**src/rtl/lvbk_pkg.sv**
```systemverilog
// Shared types for the low-voltage backup controller.
package lvbk_pkg;
    // Controller states: parked, issuing reset pulse, running normally.
    typedef enum logic [1:0] {
        ST_BACKUP = 2'd0,
        ST_PULSE  = 2'd1,
        ST_RUN    = 2'd2
    } lvbk_state_t;
endpackage

```
**src/rtl/lvbk_sync.sv**
```systemverilog
// Two-flop synchronizer, one chain per bit.
// Assumes: inputs are asynchronous level signals; reset value given per bit.
module lvbk_sync #(
    parameter int          W        = 2,
    parameter logic [W-1:0] RST_VAL = '0
) (
    input  logic         clk,
    input  logic         rst_n,
    input  logic [W-1:0] d_i,
    output logic [W-1:0] q_o
);
    for (genvar b = 0; b < W; b++) begin : g_bit
        logic s1, s2;
        // Two stages of metastability settling for bit b.
        always_ff @(posedge clk) begin
            if (!rst_n) begin
                s1 <= RST_VAL[b];
                s2 <= RST_VAL[b];
            end else begin
                s1 <= d_i[b];
                s2 <= s1;
            end
        end
        assign q_o[b] = s2;
    end
endmodule

```
**src/rtl/lvbk_deglitch.sv**
```systemverilog
// Digital noise filter: output takes a new input level only after that
// level was seen on STABLE consecutive clock samples.
// Assumes: input already synchronized to clk.
module lvbk_deglitch #(
    parameter int   STABLE  = 4,
    parameter logic RST_VAL = 1'b0
) (
    input  logic clk,
    input  logic rst_n,
    input  logic d_i,
    output logic q_o
);
    localparam int CW = $clog2(STABLE + 1);
    localparam logic [CW-1:0] LAST = CW'(STABLE - 1);

    logic [CW-1:0] run_cnt;

    // Count samples that disagree with the held level; accept at the limit.
    always_ff @(posedge clk) begin
        if (!rst_n) begin
            q_o     <= RST_VAL;
            run_cnt <= '0;
        end else if (d_i == q_o) begin
            run_cnt <= '0;
        end else if (run_cnt == LAST) begin
            q_o     <= d_i;
            run_cnt <= '0;
        end else begin
            run_cnt <= run_cnt + 1'b1;
        end
    end
endmodule

```
**src/rtl/lvbk_pulse_timer.sv**
```systemverilog
// Width timer for the reset pulse: counts while run_i is high and flags
// the last cycle of a LEN-cycle window. Clears whenever run_i is low.
module lvbk_pulse_timer #(
    parameter int LEN = 16
) (
    input  logic clk,
    input  logic rst_n,
    input  logic run_i,
    output logic last_o
);
    localparam int CW = $clog2(LEN + 1);
    localparam logic [CW-1:0] LAST = CW'(LEN - 1);

    logic [CW-1:0] cnt;

    // Advance during the pulse, hold at the end, clear outside it.
    always_ff @(posedge clk) begin
        if (!rst_n || !run_i) begin
            cnt <= '0;
        end else if (cnt != LAST) begin
            cnt <= cnt + 1'b1;
        end
    end

    assign last_o = run_i && (cnt == LAST);
endmodule

```
**src/rtl/lvbk_ctrl.sv**
```systemverilog
// Low-voltage backup mode controller (top).
// Enters backup on a falling supply-good edge or a filtered low reset pin,
// stops the oscillator there, blocks interrupt and watchdog wake, and
// leaves only through a fixed-width system reset pulse once both supply
// and pin are good. Assumes clk is an always-on sampling clock and
// wdt_req_i / irq_req_i are synchronous to it.
module lvbk_ctrl #(
    parameter int FILT_SAMPLES = 4,
    parameter int PULSE_CYCLES = 16
) (
    input  logic clk,
    input  logic rst_n,
    input  logic lv_ok_i,
    input  logic ext_rst_n_i,
    input  logic irq_req_i,
    input  logic wdt_req_i,
    output logic osc_en_o,
    output logic sys_rst_o,
    output logic backup_o,
    output logic irq_wake_o
);
    import lvbk_pkg::*;

    logic [1:0]  sync_q;
    logic        lv_sync;
    logic        pin_sync;
    logic        pin_ok;
    logic        lv_prev;
    logic        lv_fall;
    logic        pulse_last;
    logic        go_fail;
    lvbk_state_t state, state_nxt;

    lvbk_sync #(.W(2), .RST_VAL(2'b00)) u_sync (
        .clk   (clk),
        .rst_n (rst_n),
        .d_i   ({ext_rst_n_i, lv_ok_i}),
        .q_o   (sync_q)
    );
    assign lv_sync  = sync_q[0];
    assign pin_sync = sync_q[1];

    lvbk_deglitch #(.STABLE(FILT_SAMPLES), .RST_VAL(1'b0)) u_pin_filt (
        .clk   (clk),
        .rst_n (rst_n),
        .d_i   (pin_sync),
        .q_o   (pin_ok)
    );

    lvbk_pulse_timer #(.LEN(PULSE_CYCLES)) u_timer (
        .clk    (clk),
        .rst_n  (rst_n),
        .run_i  (state == ST_PULSE),
        .last_o (pulse_last)
    );

    // Previous supply-flag sample for edge detection.
    always_ff @(posedge clk) begin
        if (!rst_n) lv_prev <= 1'b0;
        else        lv_prev <= lv_sync;
    end

    assign lv_fall = lv_prev && !lv_sync;
    assign go_fail = lv_fall || !pin_ok;

    // Next-state choice: park, pulse, or run.
    always_comb begin
        state_nxt = state;
        unique case (state)
            ST_BACKUP: if (lv_sync && pin_ok) state_nxt = ST_PULSE;
            ST_PULSE: begin
                if (go_fail)         state_nxt = ST_BACKUP;
                else if (pulse_last) state_nxt = ST_RUN;
            end
            ST_RUN: begin
                if (go_fail)        state_nxt = ST_BACKUP;
                else if (wdt_req_i) state_nxt = ST_PULSE;
            end
            default: state_nxt = ST_BACKUP;
        endcase
    end

    // State register; power-on lands in backup.
    always_ff @(posedge clk) begin
        if (!rst_n) state <= ST_BACKUP;
        else        state <= state_nxt;
    end

    assign backup_o   = (state == ST_BACKUP);
    assign osc_en_o   = (state != ST_BACKUP);
    assign sys_rst_o  = (state == ST_PULSE);
    assign irq_wake_o = irq_req_i && (state != ST_BACKUP);
endmodule

```
**config.mk**
```make
export PLATFORM = sky130hd
export DESIGN_NAME = lvbk_ctrl
export DESIGN_NICKNAME = d
export VERILOG_FILES = /design/src/rtl/lvbk_pkg.sv /design/src/rtl/lvbk_sync.sv /design/src/rtl/lvbk_deglitch.sv /design/src/rtl/lvbk_pulse_timer.sv /design/src/rtl/lvbk_ctrl.sv
export SDC_FILE = /design/constraint.sdc
export NUM_CORES = 1
export LEC_CHECK = 0
export ABC_AREA = 1
export BUFFER_PORTS_ARGS = -buffer_cell sky130_fd_sc_hd__buf_2
export CAP_MARGIN = 25
export CORE_MARGIN = 2
export CORE_UTILIZATION = 40
export CTS_BUF_LIST = sky130_fd_sc_hd__clkbuf_4 sky130_fd_sc_hd__clkbuf_8 sky130_fd_sc_hd__clkbuf_16
export CTS_CLUSTER_SIZE = 12
export DETAILED_ROUTE_END_ITERATION = 10
export HOLD_SLACK_MARGIN = 0.1
export PLACE_DENSITY = 0.57
export SYNTH_ARGS = -nofsm -noshare
export SYNTH_HDL_FRONTEND = slang
export SYNTH_SLANG_ARGS = --single-unit
```
**constraint.sdc**
```tcl
create_clock -name clk -period 2.15 [get_ports clk]
set_input_delay 0 -clock clk [delete_from_list [all_inputs] [get_ports clk]]
set_output_delay 0 -clock clk [all_outputs]
set_load 0.05 [all_outputs]
```
==> results of run 1 <==
==> cells in the mapped netlist, drive strengths merged <==
| library cell | number |
|---|---|
| ha | 4 |
| nand2 | 20 |
| and3 | 1 |
| o211ai | 1 |
| dfxtp | 16 |
| nand3 | 1 |
| a21oi | 5 |
| nor2 | 13 |
| xor2 | 2 |
| o21ai | 3 |
| inv | 16 |
| nor3 | 1 |
| nand4 | 1 |
| buf | 1 |
| and2 | 1 |
==> final cells by class <==
cell class,instances,area share [%]
Clock buffer,3,2.76
Tap cell,16,2.46
Inverter,16,7.37
Sequential cell,16,39.3
Multi-Input combinational cell,53,36.4
Timing Repair Buffer,14,11.7
==> worst max-delay path by stage <==
stage,cells after the start,endpoint,slack [ps]
final,8,u_timer.cnt[3],710
after global placement,8,u_timer.cnt[3],740
after detailed placement,8,u_timer.cnt[3],700
after global routing,8,u_timer.cnt[3],520
after floorplan,6,state[0],810
after CTS,8,u_timer.cnt[3],690
==> worst reg2reg max path, delay by kind of cell, from the launching register on <==
| family | cells | cell delay (ps) |
|---|---|---|
| xor gates and xnor gates | 1 | 140 |
| adders and majority gates | 2 | 450 |
| buffers and inverters | 2 | 140 |
| DFF | 1 | 380 |
| and+or+nand+nor | 3 | 240 |
==> per-layer routing <==
layer,up-vias,share of wire (%)
li1,294,-
met1,238,48
met2,10,46
met4,0,2.0
met5,-,0
met3,4,3.9
==> kinds of logic (layout without fill, tap and decap cells) <==
group | Yosys count | count (layout)
AND/OR/NAND/NOR | 38 | 38
flip-flops | 16 | 16
adder cells (fa/ha/maj) | 4 | 4
XOR/XNOR | 2 | 2
buffers and inverters | 17 | 33
AO/OA/AOI/OAI | 9 | 9
==> per-stage QoR <==
step,power (W),setup WS [ps]
3_5_place_dp,0.000383,701
5_1_grt,0.000563,524
4_1_cts,0.000546,689
6_report,0.000537,710
3_3_place_gp,0.000382,742
2_1_floorplan,0.000369,805
==> state kept, by name (all words and copies together) (netlist names) <==
register	flops
u_timer.cnt	5
lv_prev	1
u_pin_filt.run_cnt	3
u_sync.g_bit.s1	2
state	2
u_pin_filt.q_o	1
u_sync.g_bit.s2	2
==> repair_timing <==
item	in CTS	in global routing
setup buffers	0	0
hold endpoints to repair	10	0
hold buffers	5	0
==> report_power, final <==
part            total, W  switching (W)  internal, W  leakage (nW)
clock network   0.000155      0.0000895    0.0000650        0.0138
logic          0.0000735      0.0000491    0.0000245         0.262
registers       0.000309     0.00000527     0.000304         0.130
==> impl_results.md, run 1 <==
* Initial antenna violation count at 0
* Routed via count at 546
* Max Cap Viol at 0
* RSZ-0062 raised after global routing: false
* GR met1 Demand/Resource at 13.8%
* Core box area at 0.00156 mm^2
* Static Leak at 0.405 nW
* Hold path cells at 6
* CP Capture Type: flip-flop
* Endpoint, Worst Hold: state[1]
* Util after Layout at 52.2%
* Min cycle time layout at 1440 ps
* Design area at 815 um^2
* Yosys Warn Count at 0
* Grt ovf at 0
* Critical Path AT at 1630 ps
* Drt drc at 0
* Yosys top cell area share at 46.5%
* Most frequent cells in the layout: 16 x dfxtp_1, 15 x inv_1, 15 x nand2_1
* DPL Wire Length at 763 um
* Cell family with most CP delay: adder cells
* Crit path buffers/inverters at 2
* Multiplexer share of the synthesized area at 0%
* Min Hold Slack at 132 ps
* Clock latency on the worst-skew pair at 280 ps
* Commonest non-fill, non-tap cell in the layout: dfxtp_1
* Reg-to-Reg Start: u_timer.cnt[0]
* Avg Vias per Cell at 4.63
* Area occupied by multi-input gates at 297 um^2
* Routed wire length at 1110 um
* Hold_sp: wdt_req_i
* Fill count at 158
* Sequential Area at 320 um^2
* Vias in the first global route at 523
* Slew Limit Headroom at 80.6%
* Fin. Hold Viols at 0
* DR pass1 iterations at 3
* Setup TNS at 0 ps
* Crit-path max FO at 5
* Syn_nets at 96
* CP startpoint: u_timer.cnt[0]
* Synth Area in Simple Gates at 25.8%
* Placed cell area at 742 um^2
* Share of layout cells above drive strength 1 at 21.6%
* Avg Cell Area, Syn at 8.00 um^2
* Post-Synth XOR/XNOR Area at 2.55%
* Status: finished, final reports clean
* PD cells at 659 mW/mm^2
* GRT Overall Usage at 13.6%
* Top Usage Layer GRT: met2
* Layout area overhead at 18.4%
* Setup Crit Path Kind: reg -> reg
* Boundary Pins at 10
* CTS H-tree lvls at 1
* GPL Wtd Cong at 0.815
* CP Cell Sequence: ha_1 > inv_1 > nor2_1 > ha_1 > inv_2 > nand4_1 > xor2_1 > nor2_1
* Classification of the worst-slack hold path: in -> reg
* Sequential-to-total area share from yosys stat at 46.5%
* Dpl cells at 110
* FF-to-FF setup slack at 710 ps
* Die area at 0.00207 mm^2
* CTS tree: done
* First-pass GRT wire length at 1950 um
* Routed length per instance at 9.43 um
* Met2 usage at 23.4%
* Diodes inserted at 0
* Layout Cells excl Fill at 118
* Combinational family with the most area after synthesis: simple AND/OR/NAND/NOR gates
* Fin. max-slew vios at 0
* Adder-Cell Fraction of Synth Area at 7.27%
* Slowest cell on the critical path: dfxtp_1
* Synthesis-stage register bit count at 16
* Pin count of the biggest net entering global routing at 11
* Width of the die at 45.5 um
* PortBufs at 9
* Post-CTS sizing at 0
* Dominant cells by area after synthesis: dfxtp_1 47%, inv_1 8.2%, nand2_1 8.2%, ha_1 7.3%, nor2_1 6.0%
* R2R depth at 8
* Post-Synthesis Cell Area at 688 um^2
* Least-Margin Pin Slew at 289 ps
* Nets@finish at 114
* Reg-to-Reg End: u_timer.cnt[3]
* Clk buf depth at 2
* Period utilisation layout at 67.0%
* CP Launch Type: flip-flop
* Clock slew at reported path FFs at 90 ps
* M3 GR Usage at 3.57%
* Post-route ant nets at 0
* Final setup vio count at 0
* Die height at 45.5 um
* Data required time at the worst endpoint at 2340 ps
* Synth cell types at 21
* Post-Syn Instances at 86
* Cell row count at 14
* Slowest stage delay, CP at 380 ps
* Fmax at 695 MHz
* DR iter-0 viols at 5
* Dominant cell type by area after synthesis: dfxtp_1
* Clock sink count at 16
* Starting Density at 44.1%
* Synth Area in Compound Gates at 7.45%
* TritonCTS buffer count at 3
* Root Buffer: clkbuf_4
* Peak VDD IR at 0.450 mV
* Final Skew at 3.32 ps
No activity file was read; power rests on OpenSTA's default activity.
==> run 2, diff against run 1 <==
clock period = 1.5 ns   (was 2.15 ns; I/O delays follow)
==> impl_results.md, run 2 (synthesis results as in run 1) <==
* Nets@finish at 114 (unchanged)
* Die height at 45.5 um (unchanged)
* Setup Crit Path Kind: reg -> reg
* Routed via count at 552 (+1.1%)
* Total Power at 0.000771 W (+44%)
* GPL Wtd Cong at 0.815 (unchanged)
* Most frequent cells in the layout: 15 x inv_1, 15 x nand2_1, 14 x dfxtp_1
* PortBufs at 9 (unchanged)
* Dpl cells at 110 (unchanged)
* Pin count of the biggest net entering global routing at 11 (unchanged)
* Die area at 0.00207 mm^2 (unchanged)
* Vias in the first global route at 523 (unchanged)
* R2R depth at 8 (unchanged)
* Post-route ant nets at 0 (unchanged)
* Cell row count at 14 (unchanged)
* Setup TNS at 0 ps (unchanged)
* DR pass1 iterations at 4 (+1)
* Final Skew at 4.15 ps (+0.830 ps)
* Post-CTS setup buffer count at 0 (unchanged)
* Met2 usage at 23.4% (unchanged)
* Critical Path AT at 1560 ps (-70 ps)
* Max reg flops at 5 (unchanged)
* Clk buf depth at 2 (unchanged)
* Status: finished, final reports clean
* Avg Vias per Cell at 4.68 (+1.1%)
* Clock slew at reported path FFs at 90 ps (about the same)
* CTS tree: done
* Routed wire length at 1130 um (+1.2%)
* Routed length per instance at 9.54 um (+1.2%)
* Width of the die at 45.5 um (unchanged)
* Static Leak at 0.402 nW (-0.78%)
* Layout Cells excl Fill at 118 (unchanged)
* Biggest register: u_timer.cnt
* Fin. Hold Viols at 0 (unchanged)
* CP Capture Type: flip-flop
* Layout area overhead at 19.5%
* Slew Limit Headroom at 80.6% (unchanged)
* TritonCTS buffer count at 3 (unchanged)
* Period utilisation layout at 91.6% (+25 points)
* M3 GR Usage at 3.57% (unchanged)
* GR met1 Demand/Resource at 13.8% (unchanged)
* Regs by FF count: u_timer.cnt x5, u_pin_filt.run_cnt x3
* Drt drc at 0 (unchanged)
* DR iter-0 viols at 4 (-1)
* Fill count at 159 (+0.63%)
* Classification of the worst-slack hold path: in -> reg
* Crit-path max FO at 5 (unchanged)
* Initial antenna violation count at 0 (unchanged)
* Clock latency on the worst-skew pair at 280 ps (about the same)
* Clock sink count at 16 (unchanged)
* Min cycle time layout at 1370 ps (-65.5 ps)
* Final setup vio count at 0 (unchanged)
* Fin. max-slew vios at 0 (unchanged)
* Peak VDD IR at 0.645 mV (+43%)
* CTS H-tree lvls at 1 (unchanged)
* First-pass GRT wire length at 1950 um (unchanged)
* Least-Margin Pin Slew at 289 ps (unchanged)
* Util after Layout at 52.7% (+0.48 points)
* Max Cap Viol at 0 (unchanged)
* Top Usage Layer GRT: met2
* GRT Overall Usage at 13.6% (unchanged)
* CP Launch Type: flip-flop
* Share of layout cells above drive strength 1 at 25.5% (+3.9 points)
* Core box area at 0.00156 mm^2 (unchanged)
* Root Buffer: clkbuf_4
* Data required time at the worst endpoint at 1690 ps (-650 ps)
* PD cells at 938 mW/mm^2 (+42%)
* Fmax at 728 MHz (+4.8%)
* Diodes inserted at 0 (unchanged)
* Grt ovf at 0 (unchanged)
* Boundary Pins at 10 (unchanged)
* Starting Density at 44.1% (unchanged)
* DPL Wire Length at 763 um (unchanged)
* Hold path cells at 6 (unchanged)
## run 2: cell types whose count changed in the layout (fill, tap and decap cells not counted)
cell | previous run | this run
dfxtp_2 | 0 | 2
dfxtp_1 | 16 | 14
ha_2 | 0 | 2
ha_1 | 4 | 2
## run 2: metrics by stage
step	cell area (um^2)	hold slack [ps]	setup WS, ps
after global placement	742	180	91.9
final	822	130	126
after floorplan	688	97.6	155
after global routing	822	176	-2.79
after detailed placement	742	185	51.3
after CTS	815	127	38.6
## run 2: final cells by class
| type | instances | area (um^2) | share of cell area (%) |
|---|---|---|---|
| Clock buffer | 3 | 22.5 | 2.74 |
| Timing Repair Buffer | 14 | 95.1 | 11.6 |
| Inverter | 16 | 60.1 | 7.31 |
| Tap cell | 16 | 20.0 | 2.44 |
| Sequential cell | 16 | 323 | 39.3 |
| Multi-Input combinational cell | 53 | 302 | 36.7 |
## run 2: critical path: stages, from the launching register on
cell,delay [ps]
dfxtp_2,360
ha_2,190
inv_1,40
nor2_1,100
ha_2,240
inv_2,70
nand4_1,90
xor2_1,150
nor2_1,50
## run 2: repair_timing
item	CTS	global route
setup endpoints to repair	0	5
endpoints found under the hold margin	10	0
hold buffers	5	0
gates resized for setup	0	4
## run 2: where the power goes
part | internal, W | switching, W
registers | 0.000436 | 0.00000759
logic | 0.0000351 | 0.0000703
clock network | 0.0000933 | 0.000130
total | 0.000564 | 0.000207
## run 2: final timing paths
| kind | start | end | slack (ps) |
|---|---|---|---|
| worst max register to register | u_timer.cnt[0] | u_timer.cnt[3] | 130 |
| worst max-delay path | u_timer.cnt[0] | u_timer.cnt[3] | 130 |
| worst min register to register | u_sync.g_bit[0].s1 | u_sync.g_bit[0].s2 | 430 |
| worst min-delay path | wdt_req_i | state[1] | 130 |
## run 2: per-layer routing
metal / share of wire (%) / wire length, um
met1: 47 / 532
met2: 47 / 527
met3: 3.8 / 43
met4: 2.0 / 22
met5: 0 / 0
==> run 3, diff against run 2 <==
BUFFER_PORTS_ARGS = not set   (was -buffer_cell sky130_fd_sc_hd__buf_2)
DONT_BUFFER_PORTS = 1   (was not set)
PLACE_DENSITY = 0.52   (was 0.57)
SETUP_SLACK_MARGIN = 0.05   (was not set)
==> impl_results.md, run 3 (synthesis results as in run 1) <==
* Status: finished, final reports clean
* Hold path cells at 3 (-3)
* Most frequent cells in the layout: 15 x inv_1, 15 x nand2_1, 14 x dfxtp_1
* Nets@finish at 110 (-3.5%)
* Starting Density at 44.1% (unchanged)
* Fin. Hold Viols at 0 (unchanged)
* Classification of the worst-slack hold path: in -> out
* CP Capture Type: flip-flop
* Clk buf depth at 2 (unchanged)
* Clk pwr share at 33.8% (+4.9 points)
* Critical Path AT at 1530 ps (-30 ps)
* CP Cell Sequence: ha_2 > inv_1 > nor2_1 > ha_2 > buf_4 > xor2_1 > nor2_1
* Data required time at the worst endpoint at 1680 ps (about the same)
* First-pass GRT wire length at 1810 um (-7.1%)
* Pin count of the biggest net entering global routing at 11 (unchanged)
* Routed wire length at 1100 um (-2.3%)
* Fin. max-slew vios at 0 (unchanged)
* R2R depth at 7 (-1)
* Width of the die at 45.5 um (unchanged)
* Slew Limit Headroom at 75.6% (-5.1 points)
* Drt drc at 0 (unchanged)
* Max Cap Viol at 0 (unchanged)
* Grt ovf at 0 (unchanged)
* Logic pwr share at 12.7% (-1.0 points)
* Power Internal at 0.000619 W (+9.8%)
* Setup Crit Path Kind: reg -> reg
* Net Sw Frac at 25.3% (-1.6 points)
* DR iter-0 viols at 7 (+3)
* PD cells at 1000 mW/mm^2 (+7.0%)
* Routed length per instance at 9.57 um (+0.24%)
* Period utilisation layout at 90.0% (-1.6 points)
* Max reg flops at 5 (unchanged)
* Final Skew at 2.65 ps (-1.50 ps)
* Die area at 0.00207 mm^2 (unchanged)
* GPL Wtd Cong at 0.710 (-13%)
* Vias in the first global route at 470 (-10%)
* Root Buffer: clkbuf_4
* Cell row count at 14 (unchanged)
* Least-Margin Pin Slew at 365 ps (+76.1 ps)
* Die height at 45.5 um (unchanged)
* Initial antenna violation count at 0 (unchanged)
* Area occupied by multi-input gates at 302 um^2 (unchanged)
* Sequential share of power at 53.5% (-4.0 points)
* Core box area at 0.00156 mm^2 (unchanged)
* Min cycle time layout at 1350 ps (-24.3 ps)
* Avg Vias per Cell at 4.70 (+0.56%)
* GRT Overall Usage at 12.7% (-0.92 points)
* Sequential Area at 323 um^2 (unchanged)
* DR pass1 iterations at 3 (-1)
* Fmax at 741 MHz (+1.8%)
* CTS H-tree lvls at 1 (unchanged)
* PortBufs at 0 (-9)
* Clock slew at reported path FFs at 90 ps (about the same)
* Diodes inserted at 0 (unchanged)
* Post-route ant nets at 0 (unchanged)
* Setup TNS at 0 ps (unchanged)
* DPL Wire Length at 758 um (-0.75%)
* Static Leak at 0.399 nW (-0.70%)
* Clock latency on the worst-skew pair at 290 ps (about the same)
* RSZ-0062 raised after global routing: false
* Final setup vio count at 0 (unchanged)
* Share of layout cells above drive strength 1 at 24.2% (-1.2 points)
* Clock sink count at 16 (unchanged)
* Boundary Pins at 10 (unchanged)
* Util after Layout at 53.0% (+0.24 points)
* CP Launch Type: flip-flop
* Fill count at 154 (-3.1%)
* Biggest register: u_timer.cnt
* Layout area overhead at 20.0%
* Slowest stage delay, CP at 360 ps (about the same)
* TritonCTS buffer count at 3 (unchanged)
* CTS tree: done
* Switching power at 0.000210 W (+1.1%)
* Routed via count at 541 (-2.0%)
* Peak VDD IR at 0.566 mV (-12%)
* Regs by FF count: u_timer.cnt x5, u_pin_filt.run_cnt x3
* Crit-path max FO at 4 (-1)
* Slowest cell on the critical path: dfxtp_2
==> run 3: changes by cell type in the layout (fill, tap and decap cells not counted) <==
| cell | delta |
|---|---|
| buf_2 | -9 |
| buf_4 | +6 |
| clkbuf_8 | +1 |
| dlygate4sd3_1 | -1 |
==> run 3: worst max-delay path: cells and delay by family (launching register included) <==
kind	cells	cell delay [ps]
XOR/XNOR	1	170
flip-flops	1	360
buffers and inverters	2	170
adder cells (fa/ha/maj)	2	380
AND/OR/NAND/NOR	2	160
==> run 3: through the flow <==
| step | power (W) | std cells | area [um^2] | hold slack [ps] | setup WS, ps |
|---|---|---|---|---|---|
| finish | 0.000829 | 115 | 826 | 246 | 150 |
| global route | 0.000872 | 115 | 826 | 269 | 38.2 |
| CTS | 0.000846 | 113 | 806 | 248 | 77.5 |
| detailed placement | 0.000546 | 105 | 727 | 98.6 | 55.2 |
| global placement | 0.000545 | 105 | 727 | 95.5 | 101 |
| floorplan | 0.000529 | 86 | 688 | 97.6 | 155 |
==> run 3: final cells by class <==
type / instances / area share, %
clock buffers: 4 / 4.39
repair buffers: 10 / 10.3
inverters: 16 / 7.27
multi-input cells: 53 / 36.5
flip-flops and latches: 16 / 39.1
well taps: 16 / 2.42
==> run 3: worst paths after layout <==
path / to / slack (ps) / from
setup / recovery: u_timer.cnt[0] / 150 / u_timer.cnt[0]
hold / removal: irq_wake_o / 250 / irq_req_i
setup reg to reg: u_timer.cnt[0] / 150 / u_timer.cnt[0]
hold reg to reg: u_sync.g_bit[0].s2 / 420 / u_sync.g_bit[0].s1
==> run 3: metal layers <==
metal	vias up	track usage, %	wire (um)
met5	-	0	0
met4	0	10.6	18
met3	2	4.76	50
met2	11	18.6	509
met1	236	14.5	521
li1	292	-	-
==> run 3: repair_timing <==
| action | in CTS | in global routing |
|---|---|---|
| endpoints found under the setup margin | 1 | 4 |
| buffers inserted | 0 | 2 |
| endpoints found under the hold margin | 16 | 0 |
| gates resized for setup | 1 | 3 |
| gates cloned | 0 | 0 |
| hold buffers | 4 | 0 |
| pin swaps | 0 | 1 |
==> run 3: power by group through the flow <==
| stage | clock network (W) | logic [W] | registers [W] |
|---|---|---|---|
| floorplan | 0 | 0.0000773 | 0.000452 |
| global placement | 0 | 0.0000921 | 0.000453 |
| detailed placement | 0 | 0.0000923 | 0.000453 |
| CTS | 0.000298 | 0.000104 | 0.000443 |
| global route | 0.000313 | 0.000115 | 0.000445 |
| finish | 0.000281 | 0.000105 | 0.000443 |
